[src/rtl/pfd_pkg.sv]
package pfd_pkg;
  typedef enum logic [1:0] {
    ERR_NONE = 2'd0,
    ERR_LEAD = 2'd1,
    ERR_LAG  = 2'd2
  } err_dir_e;
endpackage

[src/rtl/pfd_core.sv]
module pfd_core (
  input  logic clk,
  input  logic rst_n,
  input  logic ref_in,
  input  logic fb_in,
  output logic up,
  output logic dn
);
  localparam int NCH = 2;
  logic [NCH-1:0] pin_s, pin_q, rise, flop;

  assign pin_s = {fb_in, ref_in};

  for (genvar i = 0; i < NCH; i++) begin : g_edge
    assign rise[i] = pin_s[i] & ~pin_q[i];
  end

  always_ff @(posedge clk) begin
    if (!rst_n) begin
      pin_q <= '0;
      flop  <= '0;
    end else begin
      pin_q <= pin_s;
      for (int i = 0; i < NCH; i++)
        flop[i] <= (&flop) ? 1'b0 : (flop[i] | rise[i]);
    end
  end

  assign up = flop[0];
  assign dn = flop[1];

  p_set_up_r1: assert property (@(posedge clk) disable iff (!rst_n)
    (rise[0] && !(up && dn)) |=> up);
  p_set_dn_r1: assert property (@(posedge clk) disable iff (!rst_n)
    (rise[1] && !(up && dn)) |=> dn);
  p_clear_r2: assert property (@(posedge clk) disable iff (!rst_n)
    (up && dn) |=> (!up && !dn));
endmodule

[src/rtl/pfd_drive.sv]
module pfd_drive
  import pfd_pkg::*;
(
  input  logic clk,
  input  logic rst_n,
  input  logic up,
  input  logic dn,
  input  logic pol_req,
  output logic pol_q,
  output logic cp_drv,
  output logic cp_oe,
  output logic ref_ind,
  output logic fb_ind,
  output logic fb_ind_oe
);
  err_dir_e dir;

  // polarity latched only between comparison cycles
  always_ff @(posedge clk) begin
    if (!rst_n) pol_q <= 1'b1;
    else if (!up && !dn) pol_q <= pol_req;
  end

  always_comb begin
    dir = ERR_NONE;
    if (up && !dn)      dir = pol_q ? ERR_LEAD : ERR_LAG;
    else if (dn && !up) dir = pol_q ? ERR_LAG : ERR_LEAD;
  end

  assign cp_oe     = (dir != ERR_NONE);
  assign cp_drv    = (dir == ERR_LEAD);
  assign ref_ind   = (dir == ERR_LEAD);
  assign fb_ind_oe = (dir == ERR_LEAD);
  assign fb_ind    = 1'b0;

  p_hiz_equal_r4: assert property (@(posedge clk) disable iff (!rst_n)
    (up == dn) |-> !cp_oe);
  p_pol_hold_r10: assert property (@(posedge clk) disable iff (!rst_n)
    (up || dn) |=> $stable(pol_q));
  p_ind_drv_r6: assert property (@(posedge clk) disable iff (!rst_n)
    fb_ind_oe |-> (cp_oe && cp_drv && ref_ind && !fb_ind));
endmodule

[src/rtl/pfd_lock.sv]
module pfd_lock #(
  parameter int PW_MAX   = 2,
  parameter int LOCK_CNT = 4
) (
  input  logic clk,
  input  logic rst_n,
  input  logic up,
  input  logic dn,
  output logic locked
);
  localparam int WID_W = (PW_MAX < 1) ? 1 : $clog2(PW_MAX + 1);
  localparam int CNT_W = $clog2(LOCK_CNT + 1);
  localparam logic [WID_W-1:0] WMAX = WID_W'(PW_MAX);
  localparam logic [CNT_W-1:0] CMAX = CNT_W'(LOCK_CNT);

  logic             one_side, bnd, bad;
  logic [WID_W-1:0] wid;
  logic [CNT_W-1:0] cnt;

  assign one_side = up ^ dn;
  assign bnd      = up & dn;

  always_ff @(posedge clk) begin
    if (!rst_n) begin
      wid <= '0;
      bad <= 1'b0;
      cnt <= '0;
    end else if (bnd) begin
      wid <= '0;
      bad <= 1'b0;
      if (bad)              cnt <= '0;
      else if (cnt != CMAX) cnt <= cnt + 1'b1;
    end else if (one_side) begin
      if (wid == WMAX) begin
        bad <= 1'b1;
        cnt <= '0;
      end else begin
        wid <= wid + 1'b1;
      end
    end
  end

  assign locked = (cnt == CMAX);

  p_cnt_sat_r8: assert property (@(posedge clk) disable iff (!rst_n)
    cnt <= CMAX);
  p_drop_r9: assert property (@(posedge clk) disable iff (!rst_n)
    (one_side && wid == WMAX) |=> !locked);
endmodule

[src/rtl/pfd_polsel.sv]
module pfd_polsel #(
  parameter int PW_MAX   = 2,
  parameter int LOCK_CNT = 4
) (
  input  logic clk,
  input  logic rst_n,
  input  logic ref_in,
  input  logic fb_in,
  input  logic pol_sel,
  input  logic mon_sel,
  output logic cp_drv,
  output logic cp_oe,
  output logic ref_ind,
  output logic fb_ind,
  output logic fb_ind_oe,
  output logic ld_mon
);
  logic up, dn, pol_q, locked;

  pfd_core u_core (
    .clk(clk), .rst_n(rst_n), .ref_in(ref_in), .fb_in(fb_in),
    .up(up), .dn(dn)
  );

  pfd_drive u_drive (
    .clk(clk), .rst_n(rst_n), .up(up), .dn(dn), .pol_req(pol_sel),
    .pol_q(pol_q), .cp_drv(cp_drv), .cp_oe(cp_oe), .ref_ind(ref_ind),
    .fb_ind(fb_ind), .fb_ind_oe(fb_ind_oe)
  );

  pfd_lock #(.PW_MAX(PW_MAX), .LOCK_CNT(LOCK_CNT)) u_lock (
    .clk(clk), .rst_n(rst_n), .up(up), .dn(dn), .locked(locked)
  );

  assign ld_mon = mon_sel ? (pol_q ? ref_in : fb_in) : locked;

  p_oe_bnd_r4: assert property (@(posedge clk) disable iff (!rst_n)
    (up && dn) |=> !cp_oe);
  p_mon_r7: assert property (@(posedge clk) disable iff (!rst_n)
    (mon_sel && pol_q) |-> (ld_mon == ref_in));
endmodule

[config.mk]
export PLATFORM = sky130hd
export DESIGN_NAME = pfd_polsel
export DESIGN_NICKNAME = d
export VERILOG_FILES = /design/src/rtl/pfd_pkg.sv /design/src/rtl/pfd_core.sv /design/src/rtl/pfd_drive.sv /design/src/rtl/pfd_lock.sv /design/src/rtl/pfd_polsel.sv
export SDC_FILE = /design/constraint.sdc
export NUM_CORES = 1
export LEC_CHECK = 0
export ABC_AREA = 1
export ABC_CLOCK_PERIOD_IN_PS = 3500
export BUFFER_PORTS_ARGS = -buffer_cell sky130_fd_sc_hd__buf_2
export CAP_MARGIN = 20
export CELL_PAD_IN_SITES_DETAIL_PLACEMENT = 2
export CELL_PAD_IN_SITES_GLOBAL_PLACEMENT = 2
export CORE_MARGIN = 1
export CORE_UTILIZATION = 31
export DETAILED_ROUTE_END_ITERATION = 12
export PLACE_DENSITY = 0.79
export SLEW_MARGIN = 0
export SYNTH_ARGS = -nofsm -noshare
export SYNTH_HDL_FRONTEND = slang
export SYNTH_SLANG_ARGS = --single-unit
[constraint.sdc]
create_clock -name clk -period 3.5 [get_ports clk]
set_input_delay 0.175 -clock clk [delete_from_list [all_inputs] [get_ports clk]]
set_output_delay 0.175 -clock clk [all_outputs]
set_load 0.02 [all_outputs]
# Word level (Yosys, flattened, before mapping)
# Cells that the tools add are included.
# totals
wordCells,48
output_inout_bits,6
reg_bits,11
input_bits,6
# op_classes
n_bitwise,10
n_reduce_logical,14
mux,11
eq_ne,5
n_addsub,2
# op_table
cell,count
3-bit two-way mux,5
2-bit two-way mux,4
"3-bit != test, second input constant",2
2-bit AND reduction,3
2-bit nonzero test,3
1-bit NOT,4
2-bit OR reduction,2
"3-bit by 1-bit adder with 3-bit output, second input constant",1
1-bit AND,3
"3-bit equality test, second input constant",1
1-bit logical AND,3
3-bit AND reduction,1
"2-bit by 1-bit adder with 2-bit output, second input constant",1
"2-bit by 1-bit equality test with 1-bit output, second input constant",1
"2-bit equality test, second input constant",1
1-bit zero test,2
1-bit two-way mux,2
1-bit bitwise OR,2
1-bit XOR,1

# Depth between registers and ports, before layout
# logic_depth
depth_word,5
ltp_mapped,9
depth_no_buf,9

# By module
# From an unflattened synthesis, not the netlist that was laid out.
# unflattened
cells_unflattened,99
area_unflattened_um2,648.1
# by_module_without_submodules
module,cells_each,area_per_inst_um2,instances
pfd_lock,51,367.9,1
pfd_core,18,135.1,1
pfd_drive,21,110.1,1
pfd_polsel,9,35.0,1

# Least setup slack after synthesis
# OpenSTA, ideal clock, no wires.
# synth_path
path_kind,register -> output
start,reg u_core.flop[1]
end,out fb_ind_oe
path_stages_with_launch,5
path_slack_ns,1.852
required_ns,3.325
arrival_ns,1.473
path_cell_list,dfxtp_1 > inv_1 > ha_1 > o21ai_0 > buf_4
# synth_between
elab_chain_len,4
# synth_lines
item,line,text
from (decl),pfd_core.sv:10,"logic [NCH-1:0] pin_s, pin_q, rise, flop;"
"from (signal, indexed assignment)",pfd_core.sv:25,flop[i] <= (&flop) ? 1'b0 : (flop[i] | rise[i]);
1-bit logical AND / 1-bit zero test (equally long branches),"pfd_drive.sv:27, pfd_drive.sv:26",
2-bit two-way mux / 1-bit logical AND (equally long branches),"pfd_drive.sv:27, pfd_drive.sv:26",
2-bit two-way mux *,pfd_drive.sv:26,if (up && !dn) dir = pol_q ? ERR_LEAD : ERR_LAG;
2-bit by 1-bit equality test with 1-bit output *,--,
to (decl),pfd_polsel.sv:15,"output logic fb_ind_oe,"
# Every way passes the cells marked *; elsewhere a longest branch is shown, timed or not.

# Worst setup path in the final report
# layout_path
start,reg u_core.flop[1]
end,out fb_ind_oe
# layout_between
elab_chain_len,4
# layout_lines
item,line,text
1-bit logical AND / 1-bit zero test (equally long branches),"pfd_drive.sv:27, pfd_drive.sv:26",
2-bit two-way mux / 1-bit logical AND (equally long branches),"pfd_drive.sv:27, pfd_drive.sv:26",
2-bit two-way mux *,pfd_drive.sv:26,
2-bit by 1-bit equality test with 1-bit output *,pfd_drive.sv:33,assign fb_ind_oe = (dir == ERR_LEAD);
# Marks and branches as above.

==> metrics.txt <==
outcome=completed; Clock Latency Late Sink=0.27 ns; global route total overflow=0; portion of total power attributed to combinational logic=26.2%; mean area per synthesized cell=7.42 um^2; CTS clock-pin slew for the worst setup and hold paths=0.08 ns; cell row count=15; number of top-level design ports=12; buffers and inverters on the worst path=2; first-pass GRT wire length=2490 um; Worst setup EP type=output port; cell internal power dissipation=0.000210 W; hpwl dp=1160 um; final routed wire length divided by cell count=12.7 um; number of violations of the max-capacitance limit=0; post-synthesis sequential element count=11; distinct cell type count of the synthesized netlist=17; warnings from Yosys=0; Core Area=1800 um^2; CTS Root Buffer Type=sky130_fd_sc_hd__clkbuf_4; setup repair after global routing missed its margin=false; number of clock sinks seen by CTS=11; Routability Congestion=0.713; total negative slack for setup checks=0 ns; number of input and output port buffers inserted=10; switching share of power=33.7%; Initial Util=34.2%; maximum clock insertion buffer count=2; total clock buffers created by CTS=3; pin count of the biggest net entering global routing=8; horizontal extent of the die=46.6 um; ratio of cells with drive above 1 in the final layout=24.5%; final non-filler cell total=119; Layout Cell Area excl Fill=702 um^2; area enclosed by the die boundary=2170 um^2; cell area after technology mapping=616 um^2; post-layout net count=108; Data arrival, critical path=1.42 ns; peak ir drop on the vdd network=0.000286 V; Antenna Nets Post-Route=0; Critical Path Slowest Stage Cell=sky130_fd_sc_hd__dfxtp_1; synthesized netlist net count=96; largest fanout on the critical path=3; sequential share of the synthesized area=35.8%; Setup-failing EPs final=0; Die Height=46.6 um; filler cell count=227; power per unit of standard cell area=451 nW/um^2; CTS tree=built; share of the clock period used by the worst path=45.7%; CP max stage delay=0.37 ns; buffers inserted during post-CTS setup optimization=0; total count of max-transition violations in the final report=0; Top delay family on crit path=flip-flops; number of global-route vias before repair=564; Pre-Repair DR Iteration Count=3; post-layout min period=1.60 ns; Via Count=530; routed wire length=1510 um; Diodes inserted=0; Post-Syn Instances=83; fraction of power consumed by sequential logic=46.1%; mean number of vias per cell=4.45; Cell Chain, Critical Path=inv_1 -> ha_1 -> o21ai_0 -> buf_2; DRC errors left=0; Worst setup SP type=flip-flop; initial antenna violation count=0; overall track demand over capacity in global routing=17.2%; total cell area at the placement stage=674 um^2; clock network fraction of design power=27.7%; worst path required time=3.32 ns; Detailed Route Iter0 Violations=6; number of cells upsized or downsized after cts=0; number of placed cells counting well taps=115; upper clock frequency limit=626 MHz; net switching power figure=0.000106 W; layout-stage area growth over the synthesis result=14.0%; worst hold-check path type=input pin to flip-flop; final-report hold violation count=0; # hold bufs at CTS=0; Setup Crit Path Kind=flip-flop to output port; Clock Skews=0.00601 ns; number of H-tree levels=1; leakage power summed over all cells=0.365 nW
-- power groups by stage --
stage | Sequential (W) | Clock (W) | Combinational (W)
2_1_floorplan | 0.000146 | 0 | 0.0000635
3_3_place_gp | 0.000148 | 0 | 0.0000785
3_5_place_dp | 0.000149 | 0 | 0.0000819
4_1_cts | 0.000146 | 0.0000949 | 0.0000848
5_1_grt | 0.000148 | 0.000101 | 0.0000960
6_report | 0.000146 | 0.0000875 | 0.0000828
-- worst reg2reg max path, delay by kind of cell (launching register included) --
kind | cells | cell delay [ns]
adders and majority gates | 1 | 0.32
DFF | 1 | 0.37
buffers and inverters | 1 | 0.09
and+or+nand+nor | 6 | 0.45
-- flip-flops by register name, summed over array words and instances (netlist names) --
register	cells
u_lock.cnt	3
u_core.flop	2
u_core.pin_q	2
u_lock.wid	2
u_drive.pol_q	1
u_lock.bad	1
-- cell usage in the layout, fill, tap and decap left out, drive strengths merged, types with 2 or more instances in the layout --
master and instances:
ha 7, buf 10, nor2 7, nand3 2, o21ai 3, inv 16
clkbuf 3, a21oi 6, nand2 23, dfxtp 11
-- cells in the mapped netlist, drive strengths merged --
master / number / area (um^2)
ha: 7 / 87.6
o22ai: 1 / 6.26
nand2: 23 / 98.8
dfxtp: 11 / 220
buf: 3 / 22.5
a21oi: 6 / 30.0
inv: 16 / 60.1
nand3: 2 / 10.0
o21ai: 3 / 15.0
o211ai: 1 / 7.51
nand3b: 1 / 7.51
conb: 1 / 3.75
nor2: 7 / 33.8
a211oi: 1 / 12.5
-- metal layers --
| layer | global-route usage (%) | part of all wire, % | vias to the layer above |
|---|---|---|---|
| met5 | 0 | 0 | - |
| met4 | 5.29 | 0.79 | 0 |
| met3 | 5.88 | 4.6 | 2 |
| met2 | 31.4 | 51 | 14 |
| met1 | 18.2 | 44 | 240 |
| li1 | - | - | 274 |
-- layout make-up --
type | count | area [um^2] | area share (%)
clock buffers | 3 | 22.5 | 3.21
inverters | 16 | 60.1 | 8.56
flip-flops and latches | 11 | 220 | 31.4
multi-input cells | 53 | 313 | 44.6
well taps | 25 | 31.3 | 4.46
repair buffers | 10 | 50.0 | 7.13
clock inverters | 1 | 5.00 | 0.713
-- through the flow --
stage | total power (W) | util (%) | setup WS, ns | hold slack (ns)
CTS | 0.000326 | 39.0 | 1.84 | 0.118
global placement | 0.000226 | 37.4 | 2.25 | 0.390
detailed placement | 0.000231 | 37.4 | 2.19 | 0.401
finish | 0.000316 | 39.0 | 1.90 | 0.123
floorplan | 0.000210 | - | 1.85 | 0.268
global route | 0.000345 | 39.0 | 1.72 | 0.126
-- worst paths after layout --
check	startpoint	slack, ns	depth (start not counted)	to
worst max-delay path	u_core.flop[1]	1.90	4	fb_ind_oe
worst min-delay path	pol_sel	0.12	3	u_drive.pol_q
worst max register to register	u_core.flop[1]	2.17	8	u_lock.cnt[1]
worst min register to register	u_lock.wid[0]	0.49	2	u_lock.wid[0]
-- cell families after synthesis --
group / share of synthesized area (%)
simple gates: 24.4
flops: 35.8
other cells: 0.609
fa+ha+maj: 14.2
buf+inv: 13.4
compound gates: 11.6
Power figures use the tool's default switching activity.
